File: config.mk
export PLATFORM = sky130hd
export DESIGN_NAME = trace_port_out
export DESIGN_NICKNAME = d
export VERILOG_FILES = /design/src/rtl/tpo_pkg.sv /design/src/rtl/tpo_regs.sv /design/src/rtl/tpo_clkgate.sv /design/src/rtl/tpo_shifter.sv /design/src/rtl/trace_port_out.sv
export SDC_FILE = /design/constraint.sdc
export NUM_CORES = 1
export LEC_CHECK = 0
export BUFFER_PORTS_ARGS = -buffer_cell sky130_fd_sc_hd__buf_2
export CAP_MARGIN = 20
export CORE_ASPECT_RATIO = 0.8
export CORE_MARGIN = 10
export CORE_UTILIZATION = 54
export DETAILED_ROUTE_END_ITERATION = 7
export PLACE_DENSITY = 0.78
export SETUP_SLACK_MARGIN = 0.15
export SYNTH_ARGS = -nofsm -noshare
export SYNTH_HDL_FRONTEND = slang
export SYNTH_SLANG_ARGS = --single-unit
File: constraint.sdc
create_clock -name clk -period 2.55 [get_ports clk]
set_clock_uncertainty 0.1 [all_clocks]
set_input_delay 0.765 -clock clk [delete_from_list [all_inputs] [get_ports clk]]
set_output_delay 0.765 -clock clk [all_outputs]
set_load 0.1 [all_outputs]
File: src/rtl/tpo_pkg.sv
package tpo_pkg;

  // Active port width, held in the size register.
  typedef enum logic [1:0] {
    PW_1 = 2'd0,
    PW_2 = 2'd1,
    PW_4 = 2'd2
  } port_w_e;

  typedef struct packed {
    logic    ok;
    port_w_e w;
  } size_dec_t;

  localparam logic [1:0] PROTO_SYNC  = 2'b00;
  localparam logic [1:0] PROTO_RST   = 2'b01;
  localparam logic [1:0] MODE_ASYNC  = 2'b00;

  function automatic int unsigned pw_pins(port_w_e w);
    case (w)
      PW_1:    return 1;
      PW_2:    return 2;
      default: return 4;
    endcase
  endfunction

  // One-hot style size code; anything else is reported as not ok.
  function automatic size_dec_t size_decode(logic [3:0] code);
    size_dec_t r;
    r.ok = 1'b1;
    r.w  = PW_1;
    case (code)
      4'h1:    r.w = PW_1;
      4'h2:    r.w = PW_2;
      4'h8:    r.w = PW_4;
      default: r.ok = 1'b0;
    endcase
    return r;
  endfunction

endpackage

File: src/rtl/tpo_regs.sv
module tpo_regs
  import tpo_pkg::*;
#(
  parameter int ADDR_W     = 2,
  parameter int CFG_W      = 8,
  parameter int CTRL_ADDR  = 0,
  parameter int PROTO_ADDR = 1,
  parameter int SIZE_ADDR  = 2
) (
  input  logic              clk,
  input  logic              rst_n,
  input  logic              cfg_we,
  input  logic [ADDR_W-1:0] cfg_addr,
  input  logic [CFG_W-1:0]  cfg_wdata,
  output logic              ctl_en,
  output logic [1:0]        ctl_mode,
  output logic [1:0]        ctl_proto,
  output port_w_e           ctl_width
);

  localparam logic [ADDR_W-1:0] A_CTRL  = ADDR_W'(CTRL_ADDR);
  localparam logic [ADDR_W-1:0] A_PROTO = ADDR_W'(PROTO_ADDR);
  localparam logic [ADDR_W-1:0] A_SIZE  = ADDR_W'(SIZE_ADDR);

  size_dec_t size_in;
  logic      wr_ctrl, wr_proto, wr_size;
  logic      unused_hi;

  assign size_in   = size_decode(cfg_wdata[3:0]);
  assign wr_ctrl   = cfg_we && (cfg_addr == A_CTRL);
  assign wr_proto  = cfg_we && (cfg_addr == A_PROTO);
  assign wr_size   = cfg_we && (cfg_addr == A_SIZE) && size_in.ok;
  assign unused_hi = ^cfg_wdata[CFG_W-1:4];

  always_ff @(posedge clk or negedge rst_n) begin
    if (!rst_n) begin
      ctl_en    <= 1'b0;
      ctl_mode  <= MODE_ASYNC;
      ctl_proto <= PROTO_RST;
      ctl_width <= PW_1;
    end else begin
      if (wr_ctrl) begin
        ctl_en   <= cfg_wdata[0];
        ctl_mode <= cfg_wdata[2:1];
      end
      if (wr_proto) ctl_proto <= cfg_wdata[1:0];
      if (wr_size)  ctl_width <= size_in.w;
    end
  end

endmodule

File: src/rtl/tpo_clkgate.sv
module tpo_clkgate
  import tpo_pkg::*;
#(
  parameter int GATE_STAGES = 2
) (
  input  logic       clk,
  input  logic       rst_n,
  input  logic       ctl_en,
  input  logic [1:0] ctl_mode,
  input  logic [1:0] ctl_proto,
  output logic       gate_on,
  output logic       sync_on
);

  logic [GATE_STAGES-1:0] stage_q;

  // Delay chain: each stage also needs enable still high, so a brief
  // drop of the enable restarts the whole delay.
  generate
    for (genvar i = 0; i < GATE_STAGES; i++) begin : g_stage
      if (i == 0) begin : g_first
        always_ff @(posedge clk or negedge rst_n) begin
          if (!rst_n) stage_q[0] <= 1'b0;
          else        stage_q[0] <= ctl_en;
        end
      end else begin : g_next
        always_ff @(posedge clk or negedge rst_n) begin
          if (!rst_n) stage_q[i] <= 1'b0;
          else        stage_q[i] <= stage_q[i-1] & ctl_en;
        end
      end
    end
  endgenerate

  // Gate removed combinationally the moment the enable drops.
  assign gate_on = ctl_en & stage_q[GATE_STAGES-1];
  assign sync_on = gate_on && (ctl_mode != MODE_ASYNC) && (ctl_proto == PROTO_SYNC);

endmodule

File: src/rtl/tpo_shifter.sv
module tpo_shifter
  import tpo_pkg::*;
#(
  parameter int BYTE_W = 8,
  parameter int PINS   = 4
) (
  input  logic              clk,
  input  logic              rst_n,
  input  logic              sync_on,
  input  port_w_e           ctl_width,
  input  logic              in_valid,
  input  logic [BYTE_W-1:0] in_data,
  output logic              in_ready,
  output logic              trace_clk,
  output logic [PINS-1:0]   trace_data,
  output port_w_e           lat_width
);

  localparam int CNT_W = $clog2(BYTE_W + 1);

  logic              phase_q;
  logic              busy_q;
  logic [CNT_W-1:0]  beats_q;
  logic [BYTE_W-1:0] sh_q;
  logic              last_beat;
  logic              take;
  logic [PINS-1:0]   pin_on;

  assign last_beat = (beats_q == CNT_W'(1));
  assign in_ready  = sync_on & phase_q & (~busy_q | last_beat);
  assign take      = in_valid & in_ready;
  assign trace_clk = phase_q;

  always_ff @(posedge clk or negedge rst_n) begin
    if (!rst_n) begin
      phase_q   <= 1'b0;
      busy_q    <= 1'b0;
      beats_q   <= '0;
      sh_q      <= '0;
      lat_width <= PW_1;
    end else if (!sync_on) begin
      phase_q <= 1'b0;
      busy_q  <= 1'b0;
      beats_q <= '0;
    end else begin
      phase_q <= ~phase_q;
      if (phase_q) begin
        if (busy_q && !last_beat) begin
          beats_q <= beats_q - CNT_W'(1);
          case (lat_width)
            PW_1:    sh_q <= sh_q >> 1;
            PW_2:    sh_q <= sh_q >> 2;
            default: sh_q <= sh_q >> 4;
          endcase
        end else if (take) begin
          sh_q      <= in_data;
          lat_width <= ctl_width;
          beats_q   <= CNT_W'(BYTE_W / int'(pw_pins(ctl_width)));
          busy_q    <= 1'b1;
        end else begin
          busy_q  <= 1'b0;
          beats_q <= '0;
        end
      end
    end
  end

  generate
    for (genvar i = 0; i < PINS; i++) begin : g_pin
      assign pin_on[i]     = (32'(i) < pw_pins(lat_width));
      assign trace_data[i] = busy_q & pin_on[i] & sh_q[i];
    end
  endgenerate

endmodule

File: src/rtl/trace_port_out.sv
module trace_port_out
  import tpo_pkg::*;
#(
  parameter int ADDR_W      = 2,
  parameter int CFG_W       = 8,
  parameter int BYTE_W      = 8,
  parameter int PINS        = 4,
  parameter int GATE_STAGES = 2
) (
  input  logic              clk,
  input  logic              rst_n,
  input  logic              cfg_we,
  input  logic [ADDR_W-1:0] cfg_addr,
  input  logic [CFG_W-1:0]  cfg_wdata,
  input  logic              in_valid,
  input  logic [BYTE_W-1:0] in_data,
  output logic              in_ready,
  output logic              trace_clk,
  output logic [PINS-1:0]   trace_data
);

  logic       ctl_en;
  logic [1:0] ctl_mode;
  logic [1:0] ctl_proto;
  port_w_e    ctl_width;
  port_w_e    lat_width;
  logic       gate_on;
  logic       sync_on;

  tpo_regs #(
    .ADDR_W(ADDR_W), .CFG_W(CFG_W),
    .CTRL_ADDR(0), .PROTO_ADDR(1), .SIZE_ADDR(2)
  ) u_regs (
    .clk(clk), .rst_n(rst_n),
    .cfg_we(cfg_we), .cfg_addr(cfg_addr), .cfg_wdata(cfg_wdata),
    .ctl_en(ctl_en), .ctl_mode(ctl_mode), .ctl_proto(ctl_proto),
    .ctl_width(ctl_width)
  );

  tpo_clkgate #(.GATE_STAGES(GATE_STAGES)) u_gate (
    .clk(clk), .rst_n(rst_n),
    .ctl_en(ctl_en), .ctl_mode(ctl_mode), .ctl_proto(ctl_proto),
    .gate_on(gate_on), .sync_on(sync_on)
  );

  tpo_shifter #(.BYTE_W(BYTE_W), .PINS(PINS)) u_shift (
    .clk(clk), .rst_n(rst_n),
    .sync_on(sync_on), .ctl_width(ctl_width),
    .in_valid(in_valid), .in_data(in_data), .in_ready(in_ready),
    .trace_clk(trace_clk), .trace_data(trace_data),
    .lat_width(lat_width)
  );

endmodule

==> metrics.md <==
| Metric | Value |
|---|---|
| Synth area leaders | `dfrtp_1 43%, mux2_2 15%, a21oi_1 5.3%, mux2_4 3.2%, ha_1 2.7%` |
| Routed wire length per instance | `roughly 17 um` |
| DRT antenna net count | `0` |
| Number of synthesized flops with an enable pin | `0` |
| Root Buffer Master | `clkbuf_4` |
| Fmax | `368 MHz` |
| Final #Nets | `roughly 210` |
| Tmin final | `2.71 ns` |
| RSZ-0062 raised after global routing | `true` |
| Placed cell areas | `0.00164 mm^2` |
| Leak | `about 0.86 nW` |
| Antenna violations before repair | `0` |
| Worst EP required | `around 1.7 ns` |
| CP Launch Type | `flip-flop` |
| Synth cell count leaders | `24 x dfrtp_1, 19 x mux2_2, 15 x a21oi_1` |
| Die area | `between 0.005 and 0.006 mm^2` |
| Part of the cycle the worst path needs | `106%` |
| Gpl congestion | `between 0.8 and 0.9` |
| CTS tree | `yes` |
| Drt total wl | `roughly 3.6 mm` |
| Synthesis-stage register bit count | `25` |
| Share of Yosys cell area claimed by the top area cell type | `a little over two fifths` |
| Remaining Overflow, GRT | `0` |
| Syn Std Cell Area | `~0.0014 mm^2` |
| Layout cells sized above 1 | `about half` |
| Core area | `0.00246 mm^2` |
| Pre-Repair DR Iteration Count | `5` |
| TNS Setup | `-0.481 ns` |
| Status | `finished with violations` |
| Avg Inst Size Synth | `roughly 11 um^2` |
| Vias | `between 1,000 and 1,500` |
| Clock latency on the worst-skew pair | `between 0.3 and 0.4 ns` |
| Post-synthesis cell type count | `36` |
| Drt via density | `5.69` |
| Hold Buf Count CTS | `0` |
| Tot GR Track Use | `between 10% and 20%` |
| Final hold vios | `0` |
| CP Class | `flip-flop to output pin` |
| IO buf count | `23` |
| Synth area leader | `dfrtp_1` |
| Power per cell area | `roughly 390 mW/mm^2` |
| Placed Cells | `190` |
| Starting Density | `a little under three fifths` |
| Drt drc | `0` |
| N_diodes | `0` |
| Register-to-register setup slack | `-0.16 ns` |
| Synth Flop Type | `dfrtp_1` |
| Fin worst setup slack | `-0.165 ns` |
| H-tree depth | `1` |
| Largest net degree at the start of global routing | `26` |
| Sink Count | `25` |
| Worst min path class | `primary input to async pin` |
| Syn_nets | `158` |
| Worst EP arrival | `~1.9 ns` |
| Number of I/O pins | `28` |
| Synth Instances | `between 100 and 150` |
| Rows | `16` |
| Vias in the first global route | `1,271` |
| Fin area | `0.00189 mm^2` |
| Yosys warns | `0` |
| Seq/Total Area, Yosys | `~45%` |
| Asr flop ratio synth | `100%` |
| Die Wd | `around 77 um` |
| Post-layout util | `around three quarters` |
| Worst-Margin Slew | `between 0.5 and 0.6 ns` |
| Peak supply drop | `0.340 mV` |
| Layout area overhead | `34.8%` |
| Clk slew on worst S/H paths | `approximately 0.14 ns` |
| CTS max path bufs | `2` |
| Final Non-Filler Cells | `~220` |
| Number of setup violations in the final report | `3` |
| Maximum fanout along the worst path | `2` |
| Relative slew slack | `between 60 and 70%` |
| Failing checks | `setup timing` |
| Die Y | `between 60 and 70 um` |
| Fillers | `~170` |
| CP endpoint kind | `output pin` |
| Count leader, synth | `dfrtp_1` |
| Max cap viols | `0` |
| Initial DRC Count | `112` |
| Fin. max-slew vios | `0` |
| First-pass GRT wire length | `between 5 and 6 mm` |
| Detailed placement HPWL | `2.39 mm` |
| CTS Buf Count | `3` |
| Worst slack at placement | `about 0.09 ns` |
[registers in the layout (all words and copies together), names as in the netlist]
name and cells:
u_regs.ctl_mode 2, u_shift.trace_clk 1, u_gate.stage_q 2, u_shift.busy_q 1, u_regs.ctl_width 2, u_shift.beats_q 4, u_regs.ctl_proto 2, u_regs.ctl_en 1
u_shift.sh_q 8, u_shift.lat_width 2
[metrics by stage]
step | power, mW | hold WS, ns
3_5_place_dp | 0.549 | 0.306
2_1_floorplan | 0.506 | 0.283
6_report | 0.731 | 0.308
3_3_place_gp | 0.542 | 0.302
5_1_grt | 0.770 | 0.326
4_1_cts | 0.726 | 0.317
[critical path, stage by stage, from the launching register on]
cell,delay [ns]
dfrtp_1,0.42
inv_2,0.08
ha_4,0.13
or3b_4,0.37
and2_4,0.18
nor3_4,0.15
buf_12,0.20
[cells by family (layout without fill, tap and decap cells)]
logic type	Yosys count	count (layout)	share of synthesized area (%)
AO/OA/AOI/OAI	31	31	13.8
adder cells (fa/ha/maj)	3	3	2.67
buffers and inverters	11	57	4.01
flip-flops	25	25	44.7
multiplexers	24	24	19.9
AND/OR/NAND/NOR	39	39	15.0
[area by class of cell]
cell class / count / area [um^2] / area share, %
repair buffers: 48 / 372 / 19.6
clock inverters: 1 / 5.00 / 0.264
clock buffers: 3 / 22.5 / 1.19
inverters: 5 / 18.8 / 0.991
well taps: 36 / 45.0 / 2.38
flip-flops and latches: 25 / 632 / 33.4
multi-input cells: 97 / 798 / 42.2
[per-layer routing]
layer	vias to the layer above	global-route usage (%)	part of all wire, %
met5	-	0	0
met4	0	2.50	0.36
met3	2	4.76	6.4
met2	37	25.2	51
met1	608	17.1	43
li1	576	-	-
[worst paths after layout]
path                            depth (start not counted)                           start                                to
max in group asynchronous                               1                           rst_n  u_shift.lat_width[0]$_DFFE_PN0P_
worst max-delay path                                    6  u_shift.beats_q[1]$_DFFE_PN0P_                          in_ready
worst min-delay path                                    1                           rst_n    u_shift.beats_q[3]$_DFFE_PN0P_
min in group clk                                        1     u_gate.stage_q[0]$_DFF_PN0_       u_gate.stage_q[1]$_DFF_PN0_
worst max register to register                         19  u_shift.beats_q[1]$_DFFE_PN0P_    u_shift.beats_q[2]$_DFFE_PN0P_
worst min register to register                          1     u_gate.stage_q[0]$_DFF_PN0_       u_gate.stage_q[1]$_DFF_PN0_
[power breakdown]
group / total [mW] / switching, mW / internal (mW)
Clock: 0.176 / 0.117 / 0.0588
Sequential: 0.446 / 0.0202 / 0.425
Combinational: 0.109 / 0.0553 / 0.0542
Total: 0.731 / 0.193 / 0.538
[cells in the final DEF, fill, tap and decap left out, types with 2 or more instances in the layout]
master and n:
and2_1 2, buf_12 3, nor2_1 6, nand2_1 10, clkbuf_4 3, ha_4 3, dfrtp_1 20, a21oi_1 15
mux2_2 19, inv_1 4, mux2i_1 2, buf_2 18, dfrtp_2 4, buf_6 5, o31ai_1 3, o21ai_0 3
buf_4 22, nand3_1 2, mux2_4 3, a22oi_1 4, nor3_1 3
[timing repair]
| action | in CTS | in global routing |
|---|---|---|
| pin swaps | 2 | 3 |
| setup endpoints to repair | 5 | 5 |
| buffers inserted | 18 | 3 |
| resized for setup | 11 | 8 |
No activity file was read; power rests on OpenSTA's default activity.
